[config.mk]
export PLATFORM = sky130hd
export DESIGN_NAME = synth_prog_seq
export DESIGN_NICKNAME = d
export VERILOG_FILES = /design/src/rtl/synth_prog_pkg.sv /design/src/rtl/sclk_phase_gen.sv /design/src/rtl/settle_timer.sv /design/src/rtl/synth_prog_seq.sv
export SDC_FILE = /design/constraint.sdc
export NUM_CORES = 1
export LEC_CHECK = 0
export BUFFER_PORTS_ARGS = -buffer_cell sky130_fd_sc_hd__buf_2
export CORE_MARGIN = 10
export CORE_UTILIZATION = 55
export DETAILED_ROUTE_END_ITERATION = 8
export GPL_ROUTABILITY_DRIVEN = 0
export MAX_ROUTING_LAYER = met4
export PLACE_DENSITY = 0.83
export SLEW_MARGIN = 20
export SYNTH_ARGS = -nofsm -noshare
export SYNTH_HDL_FRONTEND = slang
export SYNTH_SLANG_ARGS = --single-unit
[constraint.sdc]
create_clock -name clk -period 2.2 [get_ports clk]
set_input_delay 0.11 -clock clk [delete_from_list [all_inputs] [get_ports clk]]
set_output_delay 0.11 -clock clk [all_outputs]
set_load 0.01 [all_outputs]
[src/rtl/synth_prog_pkg.sv]
package synth_prog_pkg;

    localparam int RDW_W   = 7;
    localparam int VDW_W   = 9;
    localparam int OD_W    = 3;
    localparam int MODE_W  = 2;
    localparam int CAP_W   = 2;
    localparam int FRAME_W = CAP_W + 1 + MODE_W + OD_W + VDW_W + RDW_W;
    localparam int BIT_CNT_W = $clog2(FRAME_W);
    localparam int VDW_MIN = 4;

    typedef enum logic [2:0] {
        ST_IDLE,
        ST_SCLK_LO,
        ST_SCLK_HI,
        ST_COMMIT,
        ST_SETTLE
    } seq_state_e;

    // Field order from MSB to LSB is the transmit order.
    typedef struct packed {
        logic [CAP_W-1:0]  load_cap;
        logic              duty_sel;
        logic [MODE_W-1:0] aux_mode;
        logic [OD_W-1:0]   out_sel;
        logic [VDW_W-1:0]  vco_div;
        logic [RDW_W-1:0]  ref_div;
    } synth_cfg_t;

    function automatic logic cfg_legal(input synth_cfg_t c);
        return (c.vco_div >= VDW_W'(VDW_MIN)) && (c.ref_div != '0);
    endfunction

endpackage

[src/rtl/sclk_phase_gen.sv]
module sclk_phase_gen #(
    parameter int W = 8
) (
    input  logic         clk,
    input  logic         rst_n,
    input  logic         en,
    input  logic [W-1:0] half,
    output logic         tick
);
    logic [W-1:0] cnt_q;

    assign tick = en && (cnt_q == half);

    always_ff @(posedge clk) begin
        if (!rst_n || !en) begin
            cnt_q <= '0;
        end else if (tick) begin
            cnt_q <= '0;
        end else begin
            cnt_q <= cnt_q + 1'b1;
        end
    end


    phase_cnt_range_chk: assert property (@(posedge clk) disable iff (!rst_n)
        en |-> (cnt_q <= half));

endmodule

[src/rtl/settle_timer.sv]
module settle_timer #(
    parameter int W = 20
) (
    input  logic         clk,
    input  logic         rst_n,
    input  logic         run,
    input  logic [W-1:0] limit,
    output logic         expired
);
    logic [W-1:0] cnt_q;

    assign expired = run && (cnt_q == limit);

    always_ff @(posedge clk) begin
        if (!rst_n || !run) begin
            cnt_q <= '0;
        end else if (!expired) begin
            cnt_q <= cnt_q + 1'b1;
        end
    end


    settle_cnt_range_chk: assert property (@(posedge clk) disable iff (!rst_n)
        run |-> (cnt_q <= limit));

endmodule

[src/rtl/synth_prog_seq.sv]
module synth_prog_seq
    import synth_prog_pkg::*;
#(
    parameter int HALF_W   = 8,
    parameter int SETTLE_W = 20
) (
    input  logic                clk,
    input  logic                rst_n,
    input  logic                req_valid,
    input  logic [RDW_W-1:0]    req_ref_div,
    input  logic [VDW_W-1:0]    req_vco_div,
    input  logic [OD_W-1:0]     req_out_sel,
    input  logic [MODE_W-1:0]   req_aux_mode,
    input  logic                req_duty_sel,
    input  logic [CAP_W-1:0]    req_load_cap,
    input  logic [HALF_W-1:0]   half_period,
    input  logic [SETTLE_W-1:0] settle_cycles,
    output logic                ser_clk,
    output logic                ser_data,
    output logic                ser_strobe,
    output logic                busy,
    output logic                done,
    output logic                error
);
    seq_state_e             state_q, state_d;
    synth_cfg_t             req_cfg;
    logic [FRAME_W-1:0]     shift_q;
    logic [BIT_CNT_W-1:0]   bit_cnt_q;
    logic                   done_q, err_q;
    logic                   phase_tick, settle_done;
    logic                   req_ok, last_bit;

    assign req_cfg = '{load_cap: req_load_cap, duty_sel: req_duty_sel,
                       aux_mode: req_aux_mode, out_sel: req_out_sel,
                       vco_div: req_vco_div, ref_div: req_ref_div};
    assign req_ok   = cfg_legal(req_cfg);
    assign last_bit = (bit_cnt_q == BIT_CNT_W'(FRAME_W - 1));

    sclk_phase_gen #(.W(HALF_W)) phase_i (
        .clk   (clk),
        .rst_n (rst_n),
        .en    ((state_q == ST_SCLK_LO) || (state_q == ST_SCLK_HI) || (state_q == ST_COMMIT)),
        .half  (half_period),
        .tick  (phase_tick)
    );

    settle_timer #(.W(SETTLE_W)) settle_i (
        .clk     (clk),
        .rst_n   (rst_n),
        .run     (state_q == ST_SETTLE),
        .limit   (settle_cycles),
        .expired (settle_done)
    );

    // State register
    always_ff @(posedge clk) begin
        if (!rst_n) state_q <= ST_IDLE;
        else        state_q <= state_d;
    end

    // Next-state logic
    always_comb begin
        state_d = state_q;
        unique case (state_q)
            ST_IDLE:    if (req_valid && req_ok) state_d = ST_SCLK_LO;
            ST_SCLK_LO: if (phase_tick) state_d = ST_SCLK_HI;
            ST_SCLK_HI: if (phase_tick) state_d = last_bit ? ST_COMMIT : ST_SCLK_LO;
            ST_COMMIT:  if (phase_tick) state_d = ST_SETTLE;
            ST_SETTLE:  if (settle_done) state_d = ST_IDLE;
            default:    state_d = ST_IDLE;
        endcase
    end

    // Frame shifter, bit counter and result pulses
    always_ff @(posedge clk) begin
        if (!rst_n) begin
            shift_q   <= '0;
            bit_cnt_q <= '0;
            done_q    <= 1'b0;
            err_q     <= 1'b0;
        end else begin
            done_q <= (state_q == ST_SETTLE) && settle_done;
            err_q  <= (state_q == ST_IDLE) && req_valid && !req_ok;
            if (state_q == ST_IDLE && req_valid && req_ok) begin
                shift_q   <= req_cfg;
                bit_cnt_q <= '0;
            end else if (state_q == ST_SCLK_HI && phase_tick) begin
                shift_q   <= {shift_q[FRAME_W-2:0], 1'b0};
                bit_cnt_q <= bit_cnt_q + 1'b1;
            end
        end
    end

    // Output decode
    always_comb begin
        ser_clk    = 1'b0;
        ser_data   = 1'b0;
        ser_strobe = 1'b0;
        busy       = 1'b1;
        unique case (state_q)
            ST_IDLE:    busy = 1'b0;
            ST_SCLK_LO: ser_data = shift_q[FRAME_W-1];
            ST_SCLK_HI: begin
                ser_clk  = 1'b1;
                ser_data = shift_q[FRAME_W-1];
            end
            ST_COMMIT:  ser_strobe = 1'b1;
            ST_SETTLE:  ;
            default:    busy = 1'b0;
        endcase
        done  = done_q;
        error = err_q;
    end


    strobe_clk_low_chk: assert property (@(posedge clk) disable iff (!rst_n)
        ser_strobe |-> !ser_clk);


    data_hold_chk: assert property (@(posedge clk) disable iff (!rst_n)
        (ser_clk && $past(ser_clk)) |-> $stable(ser_data));


    busy_rise_chk: assert property (@(posedge clk) disable iff (!rst_n)
        $rose(busy) |-> $past(req_valid));


    error_idle_chk: assert property (@(posedge clk) disable iff (!rst_n)
        error |-> (!busy && $past(!busy)));


    done_pulse_chk: assert property (@(posedge clk) disable iff (!rst_n)
        done |=> !done);


    done_after_busy_chk: assert property (@(posedge clk) disable iff (!rst_n)
        done |-> ($fell(busy) && !ser_strobe));

endmodule

==> impl_metrics.yaml, run 1 <==
synthesis:
  postSynthNetCount: 444
  synth-async-reset-ratio_pct: 0
  ys_warn_count: 0
  synth_area_per_cell_um2: 8.00
  synth_top_family_by_area: "simple AND/OR/NAND/NOR gates"
  synth-edff-count: 0
  ys_ff_latch: 62
  synthesis.area_um2: 3090
  yosysSeqAreaShare_pct: 40.2
  yosysUniqueCellTypes: 42
  post_synthesis_compound_gate_area_fraction_pct: 15.9
  yosys.area_share.simple_pct: 26.2
  cells_taking_the_most_area_after_synthesis: "dfxtp_1 (40%), xnor2_1 (10%), nand2_1 (8.7%)"
  yosys_most_used_dff: "dfxtp_1"
  synthCells: 386
  synthDominantAreaCellType: "dfxtp_1"
  yosys.area_share.adder_pct: 1.22
  synth.mux.area_fraction_pct: 0.324
  post-synth-top-area-fraction_pct: 40.2
  post_synth_xor_area_fraction_pct: 12.2
detailed_routing:
  drcViolationCount: 0
  vias: 2992
  avgViaCountPerCell: 5.78
  final_antenna_violating_net_count: 0
  drt-pass1-iter-count: 7
  drt_first_iter_violations: 127
  routedWlPerCell_um: 15.1
  detail_route.wirelength_um: 7800
min_path:
  min-delay-path-class: "in2reg"
pwr:
  power.sequential.fraction_pct: 50.9
  fin_total_pwr_mw: 2.34
  worst_ir_drop_vdd_mv: 0.510
  power.switching_fraction_pct: 23.6
  powerDensity_nw_per_um2: 642
  netSwitchingPower_uw: 551
  power.share.clock_pct: 40.7
  power_report.internal_total_mw: 1.79
  p_comb_share_pct: 8.4
  p_leak_nw: 1.27
critical_path:
  startpoint_type: "register"
  critical_path_endpoint_category: "register"
  worst-setup-path-type: "reg2reg"
  cp_max_fo: 9
  crit_required_ns: 2.49
  crit_slowest_cell: "or4_1"
  critical_path.cell_chain: "ha_1, nand2_1, or4_1, or4_1, nand2_1"
  cp.arrival_ns: 2.33
  timing.critical_path.slowest_cell_delay_ns: 0.59
placed_design:
  port_buffers: 60
  postPlaceCellArea_um2: 3450
  numPlacedInstances: 503
  dp_hpwl_um: 5540
  place_ws_ns: 0.171
final_layout:
  layoutNonFillerInstCount: 518
  layout_commonest_cell: "nand2_1"
  post_route_cells_drive_above_1_share_pct: 20.0
  area.growth.synth_to_final_pct: 17.9
  layout.nets: 500
  commonest_cells_after_routing_fill_and_taps_aside: "nand2_1 (72), dfxtp_1 (62), buf_2 (60)"
  diodes: 0
  final_standard_cell_area_without_fillers_um2: 3640
cts:
  clk_pin_slew_ns: 0.07
  cts-buffers-inserted: 9
  cts_tree: "yes"
  root_buffer: "clkbuf_8"
  clock_sinks: 62
  htree_num_levels: 3
  clock_buffer_depth: 2
  clk_latency_ns: 0.34
sta:
  timing.slew.headroom_pct: 69.3
  timing.setup.tns_ns: 0
  final.period_utilization_pct: 92.6
  finalWorstPathRequiredPeriod_ns: 2.04
  tightest_slew_ns: 0.461
  worst_slack_ns: 0.163
  hold_viol_final: 0
  finalSetupViolations: 0
  setup_repair_after_global_routing_missed_its_margin: "false"
  max_clock_freq_ghz: 0.491
  finClkSkew_ns: 0.00582
  count_of_pins_over_their_slew_limit: 0
global_routing:
  first_pass_grt_wire_length_um: 13100
  grt_max_degree: 34
  grt_overflow: 0
  number_of_antenna_violations_at_the_first_check_in_global_routing: 0
  groute.usage.overall_pct: 18.7
  via_count_of_the_first_global_routing_pass: 2864
die:
  floorplan.core_area_um2: 5470
  floorplan.die.width_um: 94.9
  die_y_um: 94.9
  design.portCount: 61
  start_util_pct: 56.4
  total_die_area_um2: 9010
  placement_rows: 27
status:
  run_status: "finished, final reports clean"
job:
  drv_cap: 0
-- synthesized netlist by cell type (all sizes together), types with 5 or more instances --
| cell type | count |
|---|---|
| nand2 | 72 |
| dfxtp | 62 |
| xnor2 | 37 |
| o21ai | 31 |
| nor2 | 24 |
| a31oi | 23 |
| a21oi | 17 |
| clkbuf | 17 |
| nand3 | 15 |
| nand4 | 13 |
| or4 | 9 |
| buf | 8 |
| or3 | 8 |
| o31ai | 6 |
| xor2 | 6 |
| nor3 | 5 |
-- stage by stage --
| stage | util (%) | hold slack, ns |
|---|---|---|
| after floorplan | - | 0.255 |
| after global placement | 63.1 | 0.386 |
| after detailed placement | 63.1 | 0.412 |
| after CTS | 66.5 | 0.0601 |
| after global routing | 66.6 | 0.0678 |
| final | 66.6 | 0.0564 |
-- routing by layer --
layer / share of wire, % / track usage, % / up-vias
li1: - / - / 1475
met2: 49 / 29.7 / 87
met5: 0 / - / -
met4: 1.9 / 8.60 / 0
met1: 44 / 21.7 / 1417
met3: 5.4 / 4.68 / 13
-- power groups by stage --
stage / logic, mW / clock network (mW) / registers (mW)
floorplan: 0.117 / 0 / 1.20
global placement: 0.188 / 0 / 1.21
detailed placement: 0.193 / 0 / 1.21
CTS: 0.197 / 0.956 / 1.19
global route: 0.224 / 1.01 / 1.19
finish: 0.196 / 0.952 / 1.19
-- cell type report --
class                      instances  area [µm²]
fill                             471        1830
multi-input combinational        297        1730
sequential                        62        1240
timing repair buffer              70         388
clock buffer                      15         186
tap                               72        90.1
inverter                           2        7.51
-- cells by family (layout without fill, tap and decap cells) --
group                    after synthesis  count (layout)
AND/OR/NAND/NOR                      165             165
AO/OA/AOI/OAI                         85              85
buffers and inverters                 27              87
adder cells (fa/ha/maj)                3               3
flip-flops                            62              62
multiplexers                           1               1
XOR/XNOR                              43              43
-- worst max-delay path: cells and delay by family (launching register included) --
family	cells	cell delay, ns
AND/OR/NAND/NOR	4	1.27
flip-flops	1	0.43
adder cells (fa/ha/maj)	1	0.28
-- what timing repair did --
item / CTS / global route
setup endpoints to repair: 0 / 1
gates resized for setup: 0 / 1
hold buffers: 0 / 0
buffers inserted: 0 / 0
-- final timing paths --
| kind | end | depth (start not counted) | from | slack, ns |
|---|---|---|---|---|
| worst min register to register | shift_q[7] | 2 | shift_q[6] | 0.47 |
| worst max-delay path | settle_i.cnt_q[16] | 5 | settle_i.cnt_q[0] | 0.16 |
| worst max register to register | settle_i.cnt_q[16] | 5 | settle_i.cnt_q[0] | 0.16 |
| worst min-delay path | shift_q[0] | 3 | req_ref_div[0] | 0.06 |
-- sequential cells by signal, summed over array words and instances (netlist names) --
name            cells
bit_cnt_q           5
done                1
error               1
phase_i.cnt_q       8
settle_i.cnt_q     20
shift_q            24
state_q             3
(Power assumes the default switching activity.)
==> run 2: changes to the inputs <==
CORE_UTILIZATION = 56   (was 55)
SYNTH_HIERARCHICAL = 1   (was not set)
==> impl_metrics.yaml, run 2 <==
sta:
  worst_slack_ns: 0.114
  tightest_slew_ns: 0.457
  count_of_pins_over_their_slew_limit: 0
  final.period_utilization_pct: 94.8
  setup_repair_after_global_routing_missed_its_margin: "true"
  timing.slew.headroom_pct: 69.6
  worst_hold_slack_ns: 0.131
  max_clock_freq_ghz: 0.479
  finalWorstPathRequiredPeriod_ns: 2.09
  finalSetupViolations: 0
  hold_viol_final: 0
  finClkSkew_ns: 0.0116
cts:
  clock_sinks: 62
  clk_pin_slew_ns: 0.06
  cts_tree: "yes"
  postCtsSetupRepairBufs: 0
  post_cts_resized: 0
  root_buffer: "clkbuf_8"
  clk_latency_ns: 0.35
  clock_buffer_depth: 2
  htree_num_levels: 3
  cts-buffers-inserted: 9
  cts_hold_buffers: 0
synthesis:
  cells_taking_the_most_area_after_synthesis: "dfxtp_1 (35%), nand2_1 (6.8%), xor2_1 (6.4%)"
  synthDominantAreaCellType: "dfxtp_1"
  synth_area_per_cell_um2: 8.14
  ys_warn_count: 6
  ys_ff_latch: 62
  postSynthNetCount: 493
  synth-edff-count: 0
  yosysSeqAreaShare_pct: 35.0
  yosys_most_used_dff: "dfxtp_1"
  post-synth-top-count-cell: "nand2_1"
  synthesis.area_um2: 3540
  synth-async-reset-ratio_pct: 0
  synth_common_cells: "nand2_1 (64), dfxtp_1 (62), xor2_1 (26)"
  yosysUniqueCellTypes: 44
  post-synth-top-area-fraction_pct: 35.0
  synthCells: 435
status:
  run_status: "finished, final reports clean"
final_layout:
  layout_commonest_cell: "nand2_1"
  diodes: 0
  layoutNonFillerInstCount: 567
  post_route_cells_drive_above_1_share_pct: 20.3
  layout.nets: 547
  largest_reg_flops: 24
  max_flop_register: "shift_q"
  area.growth.synth_to_final_pct: 16.7
  final_util_pct: 68.6
  commonest_cells_after_routing_fill_and_taps_aside: "nand2_1 (64), dfxtp_1 (62), buf_2 (60)"
  reg.largest.list: "shift_q (24), settle_i/cnt_q (20), phase_i/cnt_q (8)"
job:
  drv_cap: 0
global_routing:
  number_of_antenna_violations_at_the_first_check_in_global_routing: 0
  grt_overflow: 0
  grt_max_degree: 51
  via_count_of_the_first_global_routing_pass: 3323
  groute.usage.overall_pct: 17.8
  first_pass_grt_wire_length_um: 14700
die:
  floorplan.die.width_um: 99.5
  total_die_area_um2: 9910
  start_util_pct: 58.8
  placement_rows: 28
  die_y_um: 99.5
  floorplan.core_area_um2: 6030
  design.portCount: 61
placed_design:
  port_buffers: 60
  place_ws_ns: 0.143
  dp_hpwl_um: 6180
  numPlacedInstances: 553
detailed_routing:
  routedWlPerCell_um: 15.6
  drt_first_iter_violations: 245
  final_antenna_violating_net_count: 0
  detail_route.wirelength_um: 8840
  drt-pass1-iter-count: 5
  avgViaCountPerCell: 6.02
  vias: 3415
  drcViolationCount: 0
critical_path:
  startpoint_type: "register"
  worst-path-buf-inv: 0
  worst-setup-path-type: "reg2reg"
  crit_required_ns: 2.44
  timing.critical_path.slowest_cell_delay_ns: 0.35
  crit_slowest_cell: "nor4bb_4"
  critical_path.cell_chain: "xor2_1, nor4_4, and3_4, nor4bb_4, nand4_1, xnor2_1, and3_1"
  cp.arrival_ns: 2.32
  cp_max_fo: 6
  path_delay_family: "simple AND/OR/NAND/NOR gates"
  critical_path_endpoint_category: "register"
pwr:
  p_leak_nw: 1.65
  powerDensity_nw_per_um2: 554
  fin_total_pwr_mw: 2.29
  worst_ir_drop_vdd_mv: 0.459
min_path:
  min-delay-path-class: "in2reg"
[run 2: changes by cell type after synthesis, moves of 6 or more]
cell,before,now
xnor2_1,37,12
and3_1,4,25
and2_1,1,17
or3_1,8,16
xor2_1,6,26
nor2_1,24,7
nand2_1,72,64
o31a_1,1,13
clkbuf_1,17,25
o21a_1,1,11
nand4_1,13,7
o31ai_1,6,13
o21ai_1,8,1
[run 2: kinds of logic after synthesis]
group | Yosys count | synth area share [%]
and+or+nand+nor | 180 | 28.3
AOI/OAI and AO/OA | 110 | 20.5
DFF | 62 | 35.0
buffers and inverters | 41 | 5.47
xor gates and xnor gates | 38 | 9.40
adders and majority gates | 3 | 1.06
muxes | 1 | 0.283
[run 2: worst paths after layout]
check | startpoint | to | slack (ns) | cells past startpoint
max reg2reg | phase_i/cnt_q[7] | bit_cnt_q[3] | 0.11 | 7
max | phase_i/cnt_q[7] | bit_cnt_q[3] | 0.11 | 7
min reg2reg | settle_i/cnt_q[8] | settle_i/cnt_q[8] | 0.50 | 2
min | req_ref_div[0] | shift_q[0] | 0.13 | 3
[run 2: metrics by stage]
| stage | TNS, ns | cell area (µm²) |
|---|---|---|
| after floorplan | -0.00331 | 3560 |
| after global placement | 0 | 3960 |
| after detailed placement | 0 | 3960 |
| after CTS | 0 | 4130 |
| after global routing | -0.00633 | 4140 |
| final | 0 | 4140 |
[run 2: worst min-delay path, cell delays in order]
cell and delay [ns]:
buf_2 0.08, and3_1 0.13, o21a_1 0.11
[run 2: metal layers]
metal / wire, µm / vias to the layer above / global-route usage (%) / share of wire (%)
met5: 0 / - / - / 0
met4: 124 / 0 / 6.06 / 1.4
met3: 540 / 13 / 5.40 / 6.1
met2: 4160 / 115 / 27.6 / 47
met1: 4020 / 1591 / 21.4 / 45
li1: - / 1696 / - / -
[run 2: final cells by class]
cell class | instances | area [µm²]
clock inverter | 1 | 5.00
timing repair buffer | 78 | 464
inverter | 6 | 22.5
sequential | 62 | 1240
tap | 75 | 93.8
multi-input combinational | 332 | 2140
fill | 477 | 1890
clock buffer | 13 | 169
[run 2: report_power, final]
| group | switching, mW | internal (mW) |
|---|---|---|
| registers | 0.0153 | 1.15 |
| logic | 0.115 | 0.111 |
| clock network | 0.412 | 0.487 |
| total | 0.542 | 1.75 |
